### src/rtl/ipv4f_pkg.sv
package ipv4f_pkg;

    localparam int DW            = 32;
    localparam int IHL_W         = 4;
    localparam int HDR_MIN_WORDS = 5;
    localparam int HDR_MAX_WORDS = (1 << IHL_W) - 1;
    localparam int IP_VERSION    = 4;
    localparam int TTL_WORD      = 2;
    localparam int ACC_W         = 16 + $clog2(2 * HDR_MAX_WORDS);

    typedef enum logic [1:0] {
        ACT_FWD    = 2'd0,
        ACT_DROP   = 2'd1,
        ACT_EXPIRE = 2'd2
    } act_e;

    typedef struct packed {
        act_e             act;
        logic [IHL_W-1:0] ihl;
    } verdict_t;

    // Fold a wide one's-complement accumulator into 16 bits.
    function automatic logic [15:0] fold_sum(input logic [ACC_W-1:0] s);
        logic [16:0] a;
        a = {1'b0, s[15:0]} + 17'(s[ACC_W-1:16]);
        return a[15:0] + 16'(a[16]);
    endfunction

    // Checksum correction for a TTL decrement: add 0x0100, end-around carry.
    function automatic logic [15:0] bump_csum(input logic [15:0] c);
        logic [16:0] a;
        a = {1'b0, c} + 17'h00100;
        return a[15:0] + 16'(a[16]);
    endfunction

endpackage

### src/rtl/ipv4f_fifo.sv
module ipv4f_fifo #(
    parameter int W     = 33,
    parameter int DEPTH = 32
) (
    input  logic         clk,
    input  logic         rst_n,
    input  logic         push,
    input  logic [W-1:0] din,
    input  logic         pop,
    output logic [W-1:0] dout,
    output logic         empty,
    output logic         full
);
    localparam int AW = $clog2(DEPTH);

    logic [W-1:0] mem [DEPTH];
    logic [AW:0]  wp;
    logic [AW:0]  rp;

    assign empty = (wp == rp);
    assign full  = (wp[AW] != rp[AW]) && (wp[AW-1:0] == rp[AW-1:0]);
    assign dout  = mem[rp[AW-1:0]];

    always_ff @(posedge clk) begin
        if (!rst_n) begin
            wp <= '0;
            rp <= '0;
        end else begin
            if (push && !full) wp <= wp + 1'b1;
            if (pop && !empty) rp <= rp + 1'b1;
        end
    end

    always_ff @(posedge clk) begin
        if (push && !full) mem[wp[AW-1:0]] <= din;
    end

endmodule

### src/rtl/ipv4f_hdr_scan.sv
module ipv4f_hdr_scan
    import ipv4f_pkg::*;
(
    input  logic          clk,
    input  logic          rst_n,
    input  logic [DW-1:0] in_data,
    input  logic          in_en,
    input  logic          in_sof,
    input  logic          in_eof,
    output logic          busy,
    output logic          vd_push,
    output verdict_t      vd
);
    typedef enum logic [1:0] {
        SC_IDLE = 2'd0,
        SC_HDR  = 2'd1,
        SC_BODY = 2'd2
    } scan_st_e;

    scan_st_e         st, st_n;
    logic [ACC_W-1:0] acc_q;
    logic [IHL_W-1:0] idx_q;
    logic [IHL_W-1:0] ihl_q;
    logic [7:0]       ttl_q;
    logic [ACC_W-1:0] hdr_sum;
    logic             hdr_bad_start;
    logic             sum_ok;

    assign busy          = (st != SC_IDLE);
    assign hdr_sum       = ((st == SC_IDLE) ? '0 : acc_q)
                           + ACC_W'(in_data[31:16]) + ACC_W'(in_data[15:0]);
    assign sum_ok        = (fold_sum(hdr_sum) == 16'hFFFF);
    assign hdr_bad_start = (in_data[31:28] != 4'(IP_VERSION))
                           || (in_data[27:24] < IHL_W'(HDR_MIN_WORDS));

    always_comb begin
        st_n    = st;
        vd_push = 1'b0;
        vd      = '{act: ACT_DROP, ihl: ihl_q};
        unique case (st)
            SC_IDLE: begin
                if (in_en && in_sof) begin
                    if (hdr_bad_start || in_eof) begin
                        vd_push = 1'b1;
                        st_n    = in_eof ? SC_IDLE : SC_BODY;
                    end else begin
                        st_n = SC_HDR;
                    end
                end
            end
            SC_HDR: begin
                if (in_en) begin
                    if (idx_q == ihl_q - 1'b1) begin
                        vd_push = 1'b1;
                        if (!sum_ok)            vd.act = ACT_DROP;
                        else if (ttl_q < 8'd2)  vd.act = ACT_EXPIRE;
                        else                    vd.act = ACT_FWD;
                        st_n = in_eof ? SC_IDLE : SC_BODY;
                    end else if (in_eof) begin
                        vd_push = 1'b1;
                        st_n    = SC_IDLE;
                    end
                end
            end
            SC_BODY: begin
                if (in_en && in_eof) st_n = SC_IDLE;
            end
            default: st_n = SC_IDLE;
        endcase
    end

    always_ff @(posedge clk) begin
        if (!rst_n) st <= SC_IDLE;
        else        st <= st_n;
    end

    always_ff @(posedge clk) begin
        if (!rst_n) begin
            acc_q <= '0;
            idx_q <= '0;
            ihl_q <= '0;
            ttl_q <= '0;
        end else if (in_en) begin
            if (st == SC_IDLE) begin
                acc_q <= hdr_sum;
                idx_q <= IHL_W'(1);
                ihl_q <= in_data[27:24];
            end else if (st == SC_HDR) begin
                acc_q <= hdr_sum;
                idx_q <= idx_q + 1'b1;
                if (idx_q == IHL_W'(TTL_WORD)) ttl_q <= in_data[31:24];
            end
        end
    end

endmodule

### src/rtl/ipv4_ttl_fwd.sv
module ipv4_ttl_fwd
    import ipv4f_pkg::*;
#(
    parameter int WORD_DEPTH    = 32,
    parameter int VERDICT_DEPTH = 32
) (
    input  logic          clk,
    input  logic          rst_n,
    input  logic [31:0]   in_data,
    input  logic          in_en,
    input  logic          in_sof,
    input  logic          in_eof,
    output logic [31:0]   out_data,
    output logic          out_en,
    output logic          out_sof,
    output logic          out_eof,
    output logic          out_sop,
    output logic          icmp_req
);
    localparam int WF_W = DW + 1;
    localparam int VF_W = $bits(verdict_t);
    localparam int WI_W = IHL_W + 1;

    typedef enum logic [1:0] {
        OS_WAIT = 2'd0,
        OS_FWD  = 2'd1,
        OS_DROP = 2'd2
    } out_st_e;

    // Input side
    logic           scan_busy;
    logic           vf_push, vf_full, vf_empty, vf_pop;
    verdict_t       vd_in;
    logic [VF_W-1:0] vf_dout;
    logic           wf_push, wf_full, wf_empty, wf_pop;
    logic [WF_W-1:0] wf_dout;

    ipv4f_hdr_scan u_scan (
        .clk     (clk),
        .rst_n   (rst_n),
        .in_data (in_data),
        .in_en   (in_en),
        .in_sof  (in_sof),
        .in_eof  (in_eof),
        .busy    (scan_busy),
        .vd_push (vf_push),
        .vd      (vd_in)
    );

    assign wf_push = in_en && (scan_busy || in_sof);

    ipv4f_fifo #(.W(WF_W), .DEPTH(WORD_DEPTH)) u_word_q (
        .clk   (clk),
        .rst_n (rst_n),
        .push  (wf_push),
        .din   ({in_eof, in_data}),
        .pop   (wf_pop),
        .dout  (wf_dout),
        .empty (wf_empty),
        .full  (wf_full)
    );

    ipv4f_fifo #(.W(VF_W), .DEPTH(VERDICT_DEPTH)) u_verdict_q (
        .clk   (clk),
        .rst_n (rst_n),
        .push  (vf_push),
        .din   (vd_in),
        .pop   (vf_pop),
        .dout  (vf_dout),
        .empty (vf_empty),
        .full  (vf_full)
    );

    // Output side
    out_st_e          st, st_n;
    verdict_t         vhead;
    logic             head_eof;
    logic [DW-1:0]    head_data;
    logic             start;
    logic             emit;
    logic             ttl_slot;
    logic [DW-1:0]    rewritten;
    logic [IHL_W-1:0] ihl_q;
    logic [WI_W-1:0]  wi_q;

    assign vhead     = verdict_t'(vf_dout);
    assign head_eof  = wf_dout[DW];
    assign head_data = wf_dout[DW-1:0];
    assign start     = (st == OS_WAIT) && !wf_empty && !vf_empty;
    assign vf_pop    = start;
    assign wf_pop    = start || (((st == OS_FWD) || (st == OS_DROP)) && !wf_empty);
    assign emit      = (start && (vhead.act == ACT_FWD)) || ((st == OS_FWD) && !wf_empty);
    assign ttl_slot  = !start && (wi_q == WI_W'(TTL_WORD));
    assign rewritten = {head_data[31:24] - 8'd1, head_data[23:16], bump_csum(head_data[15:0])};

    always_comb begin
        st_n = st;
        unique case (st)
            OS_WAIT: begin
                if (start && !head_eof)
                    st_n = (vhead.act == ACT_FWD) ? OS_FWD : OS_DROP;
            end
            OS_FWD, OS_DROP: begin
                if (!wf_empty && head_eof) st_n = OS_WAIT;
            end
            default: st_n = OS_WAIT;
        endcase
    end

    always_ff @(posedge clk) begin
        if (!rst_n) st <= OS_WAIT;
        else        st <= st_n;
    end

    always_ff @(posedge clk) begin
        if (!rst_n) begin
            out_data <= '0;
            out_en   <= 1'b0;
            out_sof  <= 1'b0;
            out_eof  <= 1'b0;
            out_sop  <= 1'b0;
            icmp_req <= 1'b0;
            ihl_q    <= '0;
            wi_q     <= '0;
        end else begin
            out_en   <= emit;
            out_sof  <= emit && start;
            out_eof  <= emit && head_eof;
            out_sop  <= emit && !start && (wi_q == {1'b0, ihl_q});
            out_data <= !emit ? '0 : (ttl_slot ? rewritten : head_data);
            icmp_req <= start && (vhead.act == ACT_EXPIRE);
            if (start) begin
                ihl_q <= vhead.ihl;
                wi_q  <= WI_W'(1);
            end else if (emit && (wi_q != '1)) begin
                wi_q <= wi_q + 1'b1;
            end
        end
    end

endmodule

### config.mk
export PLATFORM = sky130hd
export DESIGN_NAME = ipv4_ttl_fwd
export DESIGN_NICKNAME = d
export VERILOG_FILES = /design/src/rtl/ipv4f_pkg.sv /design/src/rtl/ipv4f_fifo.sv /design/src/rtl/ipv4f_hdr_scan.sv /design/src/rtl/ipv4_ttl_fwd.sv
export SDC_FILE = /design/constraint.sdc
export NUM_CORES = 1
export LEC_CHECK = 0
export ABC_CLOCK_PERIOD_IN_PS = 8600
export BUFFER_PORTS_ARGS = -buffer_cell sky130_fd_sc_hd__buf_2
export CORE_AREA = 2 2 336 338
export CTS_BUF_LIST = sky130_fd_sc_hd__clkbuf_8
export CTS_CLUSTER_SIZE = 25
export DETAILED_ROUTE_END_ITERATION = 8
export DIE_AREA = 0 0 338 340
export PLACE_DENSITY = 0.65
export SYNTH_ARGS = -nofsm -noshare
export SYNTH_HDL_FRONTEND = slang
export SYNTH_SLANG_ARGS = --single-unit
### constraint.sdc
create_clock -name clk -period 8.6 [get_ports clk]
set_input_delay 0.43 -clock clk [delete_from_list [all_inputs] [get_ports clk]]
set_output_delay 0.43 -clock clk [all_outputs]
set_load 0.03 [all_outputs]
# After elaboration in Yosys (flattened, before gate mapping)
# Memory sizes are Yosys's and may differ from the RTL's. A register that Yosys moved wholly into a read port is not among the register bits.
# Cells that the tools add are included.
# word_totals
ramBits	1248
inputBits	37
mem_bits_ro	0
memories	2
regBits	111
latch_bits	0
out_inout_bits	37
elab_cells	151
# mem_list
memory	words	width	read_ports	rd_ports_with_merged_regs	write_ports	line	source
u_word_q.mem	32	33	1	1	1	ipv4f_fifo.sv:16	logic [W-1:0] mem [DEPTH];
u_verdict_q.mem	32	6	1	1	1	ipv4f_fifo.sv:16	
# classes
n_bitwise	2
reduce_logical	49
div_mod_pow	0
mux	39
magnitude_cmp	2
add_sub_neg	14
multipliers	0
n_shift	0
eq_ne	24
# ops
cell	n
21-bit two-way mux	3
21-bit by 16-bit adder with 21-bit output	2
16-bit by 1-bit adder with 16-bit output	2
32-bit two-way mux	1
2-bit two-way mux	15
6-bit by 1-bit adder with 6-bit output (second input constant)	4
1-bit logical AND	23
5-bit two-way mux	4
16-bit by 5-bit adder with 17-bit output	1
16-bit by 9-bit adder with 17-bit output (second input constant)	1
16-bit equality test (second input constant)	1
6-bit equality test	2
1-bit two-way mux	11
5-bit equality test	2
8-bit by 2-bit less-than comparator with 1-bit output (second input constant)	1
4-bit two-way mux	2
2-bit AND reduction	4
4-bit AND reduction	2
8-bit by 1-bit subtractor with 8-bit output (second input constant)	1
2-bit equality test (second input constant)	3
1-bit zero test	6
2-bit zero test	3
1-bit logical OR	6
2-bit inequality test (second input constant)	3
other kinds (20)	27

# Logic depth before layout (Yosys ltp)
# logic_depth
ltp_word	11
depth_mapped	30
ltp_nobuf	29

# Modules after synthesis
# From an unflattened synthesis, not the netlist that was laid out.
# hier_totals
cells_unflattened	3485
area_unflattened_um2	56057.5
# modules_own_cells
module	seq_area_each_um2	n_inst	cells_per_inst	area_each_um2
ipv4f_fifo at u_word_q	32050.7	1	2384	41827.6
ipv4f_fifo at u_verdict_q	6105.9	1	402	8256.7
ipv4f_hdr_scan	760.7	1	422	3606.0
ipv4_ttl_fwd	960.9	1	277	2367.3

# Least setup slack after synthesis
# No wires, ideal clock.
# synth_path
kind	register to register
startpoint	register u_scan.st[1]
endpoint	memory u_verdict_q.mem[0][5] (netlist name) (data pin)
setup_time_ps	428
arrival_time_ps	7484
path_buffers	2
stages_incl_launch_ff	31
slack_ps	688
synth_period_minus_slack_ps	7912
required_time_ps	8172
cell_sequence	dfxtp_1 -> or2_2 -> clkbuf_1 -> clkbuf_1 -> and2_1 -> fa_1 -> ha_1 -> a21o_1 -> a21o_1 -> a211oi_1 -> o31ai_1 -> a21oi_1 -> nor2b_1 -> o31ai_2 -> xor2_1 -> nor2_1 -> ha_1 -> a21o_1 -> a21oi_1 -> nor2b_1 -> o211ai_1 -> nor4_1 -> nand3_1 -> nor3b_1 -> ha_1 -> ha_1 -> nand4_1 -> nor3b_1 -> nand3_1 -> or4_1 -> a2111oi_2
# synth_lines
element	line	source
start, declared	ipv4f_hdr_scan.sv:20	scan_st_e st, st_n;
start signal, assigned	ipv4f_hdr_scan.sv:74	else st <= st_n;
end, declared	ipv4f_fifo.sv:16	

==> run_results.csv <==
group,metric,value,unit
run_status,outcome,"finished, final reports clean",
synthesis,avgSynthCellArea,19.49,sq um
placement,dp_slack,0.7418,ns
synthesis,synth_top_cell_by_area,"edfxtp_1",
synthesis,synth_cell_types,89,
route,drt_iter0_markers,3105,
critical_path,cp-start-kind,"register",
floorplan,die_x,338,um
cts,clock_path_buffers,3,
route,vias,28620,
critical_path,crit_family,"simple AND/OR/NAND/NOR gates",
route,drc,0,
critical_path,cp-end-kind,"register",
sta,fin_tns_setup,0,ns
grt,grtUsageTotal,24.83,%
power_and_ir_drop,seq_power_share,51.0,%
grt,grt_pass1_wl,202500,um
synthesis,syn_inst,2828,
sta,worst_pin_slew,1.245,ns
layout,area_growth,11.81,%
placement,hpwl,81460,um
route,routed_wl,140700,um
cts,cts.sinks,1368,
critical_path,r2r_setup_slack,0.60,ns
synthesis,async_flop_share,0,%
cts,cts_buffers,214,
cts,cts_tree,"yes",
placement,gp_congestion,0.8636,
power_and_ir_drop,p_int,10.90,mW
layout,fin_cells,4750,
placement,portBuffers,73,
route,drtPass1Iterations,5,
sta,drv_slew,0,
route,viasPerCell,6.025,
synthesis,synth.most_common_cell,"edfxtp_1",
grt,grt-ovfl-total,0,
layout,drive_gt1_share,25.78,%
synthesis,seq_area_frac_synth,72.34,%
hold_path,min_path_type,"input pin to register",
synthesis,synth_edf_count,1248,
power_and_ir_drop,p_leak,19.87,nW
floorplan,die_h,340,um
power_and_ir_drop,peakVddDrop,0.1818,mV
sta,fmax,0.1251,GHz
layout,nets,3173,
synthesis,yosys_warnings,0,
synthesis,synth.area.top_cells,"edfxtp_1 (68%), mux4_2 (14%), dfxtp_1 (4.4%), mux2i_1 (1.5%), ha_1 (1.0%)",
route,wl_per_cell,29.62,um
placement,place_area,57510,sq um
sta,fin_crit,7.996,ns
layout,design_area,61640,sq um
critical_path,slowest_delay,0.53,ns
sta,post-route-period-util,92.97,%
critical_path,critPathMaxFanout,32,
grt,grt_pass1_vias,29120,
cts,clkLatencyLatePin,0.90,ns
cts,h-tree-depth,4,
synthesis,synth_top_area_share,67.98,%
power_and_ir_drop,p_comb_share,13.3,%
placement,placed_cells,4347,
cts,cts_resized,0,
route,ant_nets,0,
layout,fillers,8470,
grt,antenna_found_initial,9,
grt,grt_max_degree,140,
critical_path,arrival,8.66,ns
critical_path,critPathMostFrequentCell,"ha_1",
power_and_ir_drop,powerDensity,236.4,nW/um^2
cts,clk_pin_slew,0.06,ns
floorplan,ios,74,
critical_path,critPathRequiredTime,9.27,ns
power_and_ir_drop,power.switching,3.668,mW
floorplan,row_count,123,
power_and_ir_drop,p_clk_share,35.7,%
critical_path,critPathBufInv,1,
sta,finalSetupViolCount,0,
floorplan,coreArea,111600,sq um
sta,grt_setup_unrepaired,"no",
cts,cts_root_buf,"clkbuf_8",
synthesis,synth_area,55130,sq um
sta,setup_ws,0.6044,ns
power_and_ir_drop,switching_share,25.18,%
layout,final_util,55.24,%
floorplan,dieArea,114900,sq um
run,cap_viol_max_count,0,
synthesis,syn_nets,2929,
sta,fin_skew,0.04536,ns
synthesis,ys.flop_type,"edfxtp_1",
synthesis,synthTopCellsByCount,"edfxtp_1 (1248), mux4_2 (342), nor2_1 (146)",
sta,hold_viol,0,
critical_path,critPathSlowestCell,"or4_1",
critical_path,critPathKind,"register to register",
sta,relSlewSlack,16.25,%
synthesis,synth_seq_cells,1368,
floorplan,start_util,49.41,%
==> per-layer routing <==
metal	up-vias	wire length, um	track usage (%)
li1	12010	-	-
met1	15130	58800	35.34
met2	1225	67800	39.17
met3	250	9997	4.364
met4	8	4023	8.352
met5	-	51	0
==> worst paths after layout <==
check	from	end	cells after the start
max reg2reg	u_scan.st[1]	u_verdict_q.mem[27][5]	29
min reg2reg	u_scan.acc_q[12]	u_scan.acc_q[12]	2
min	in_data[20]	u_word_q.mem[4][20]	1
max	u_scan.st[1]	u_verdict_q.mem[27][5]	29
==> per-stage QoR <==
stage,power (mW),hold slack (ns)
CTS,14.69,0.005648
global route,15.12,0.07338
global placement,9.487,0.4495
detailed placement,9.518,0.4572
floorplan,9.040,0.4388
finish,14.57,0.09150
==> state kept, by name, summed over array words and instances, names as in the netlist, 2 cells and up, named ones only <==
signal,flops
ihl_q,4
u_verdict_q.rp,6
u_scan.idx_q,4
out_data,32
u_verdict_q.wp,6
u_word_q.rp,6
u_scan.ttl_q,7
wi_q,5
u_scan.ihl_q,4
u_scan.st,2
st,2
u_word_q.mem,1056
u_verdict_q.mem,192
u_scan.acc_q,21
u_word_q.wp,6
==> power groups by stage <==
| stage | clock (mW) | combinational [mW] | sequential (mW) |
|---|---|---|---|
| finish | 5.21 | 1.94 | 7.42 |
| global route | 5.59 | 2.09 | 7.44 |
| CTS | 5.30 | 1.96 | 7.43 |
| detailed placement | 0 | 1.95 | 7.57 |
| global placement | 0 | 1.92 | 7.57 |
| floorplan | 0 | 1.54 | 7.50 |
==> what timing repair did <==
action | 4_1_cts | 5_1_grt
setup buffers | 0 | 0
hold buffers | 9 | 0
endpoints found under the hold margin | 22 | 0
==> worst register-to-register path: cells and delay by family, from the launching register on <==
kind / cells / cell delay (ns)
adders and majority gates: 5 / 1.58
and+or+nand+nor: 12 / 2.70
xor gates and xnor gates: 1 / 0.19
DFF: 1 / 0.37
buffers and inverters: 1 / 0.37
AOI/OAI and AO/OA: 10 / 2.53
==> final cells by class <==
class | count | area (sq um) | share of cell area (%)
antenna | 3 | 7.507 | 0.01218
clock buffer | 216 | 2973 | 4.823
clock inverter | 175 | 1061 | 1.721
inverter | 27 | 101.3 | 0.1644
multi-input combinational | 1299 | 14630 | 23.73
sequential | 1368 | 39900 | 64.73
tap | 1500 | 1877 | 3.045
timing repair buffer | 162 | 1094 | 1.774
==> cells in the final DEF, fill, tap and decap left out, types with 15 or more instances in the layout <==
| cell | netlist | final |
|---|---|---|
| a21boi_0 | 20 | 20 |
| a21oi_1 | 43 | 43 |
| a22oi_1 | 26 | 26 |
| and2_1 | 48 | 48 |
| buf_2 | 28 | 73 |
| buf_4 | 16 | 77 |
| clkbuf_8 | 0 | 216 |
| clkinv_1 | 0 | 55 |
| clkinv_2 | 0 | 24 |
| dfxtp_1 | 120 | 113 |
| edfxtp_1 | 1248 | 1248 |
| fa_1 | 18 | 18 |
| ha_1 | 46 | 46 |
| inv_1 | 26 | 96 |
| mux2i_1 | 80 | 80 |
| mux4_2 | 342 | 342 |
| nand2_1 | 126 | 126 |
| nand3_1 | 29 | 29 |
| nand4_1 | 19 | 19 |
| nor2_1 | 146 | 114 |
| nor2_4 | 0 | 32 |
| nor2b_1 | 33 | 33 |
| nor3_1 | 15 | 15 |
| o21ai_0 | 27 | 27 |
| xnor2_1 | 54 | 54 |
| xor2_1 | 28 | 28 |
==> cells by family (layout without fill, tap and decap cells) <==
group / Yosys count / after routing / synth area share (%)
AO/OA/AOI/OAI: 222 / 222 / 2.914
XOR/XNOR: 82 / 82 / 1.303
adder cells (fa/ha/maj): 64 / 64 / 1.698
buffers and inverters: 161 / 580 / 1.623
flip-flops: 1368 / 1368 / 72.34
multiplexers: 428 / 428 / 15.56
other: 0 / 3 / 0
AND/OR/NAND/NOR: 503 / 503 / 4.564
Power figures use the tool's default switching activity.
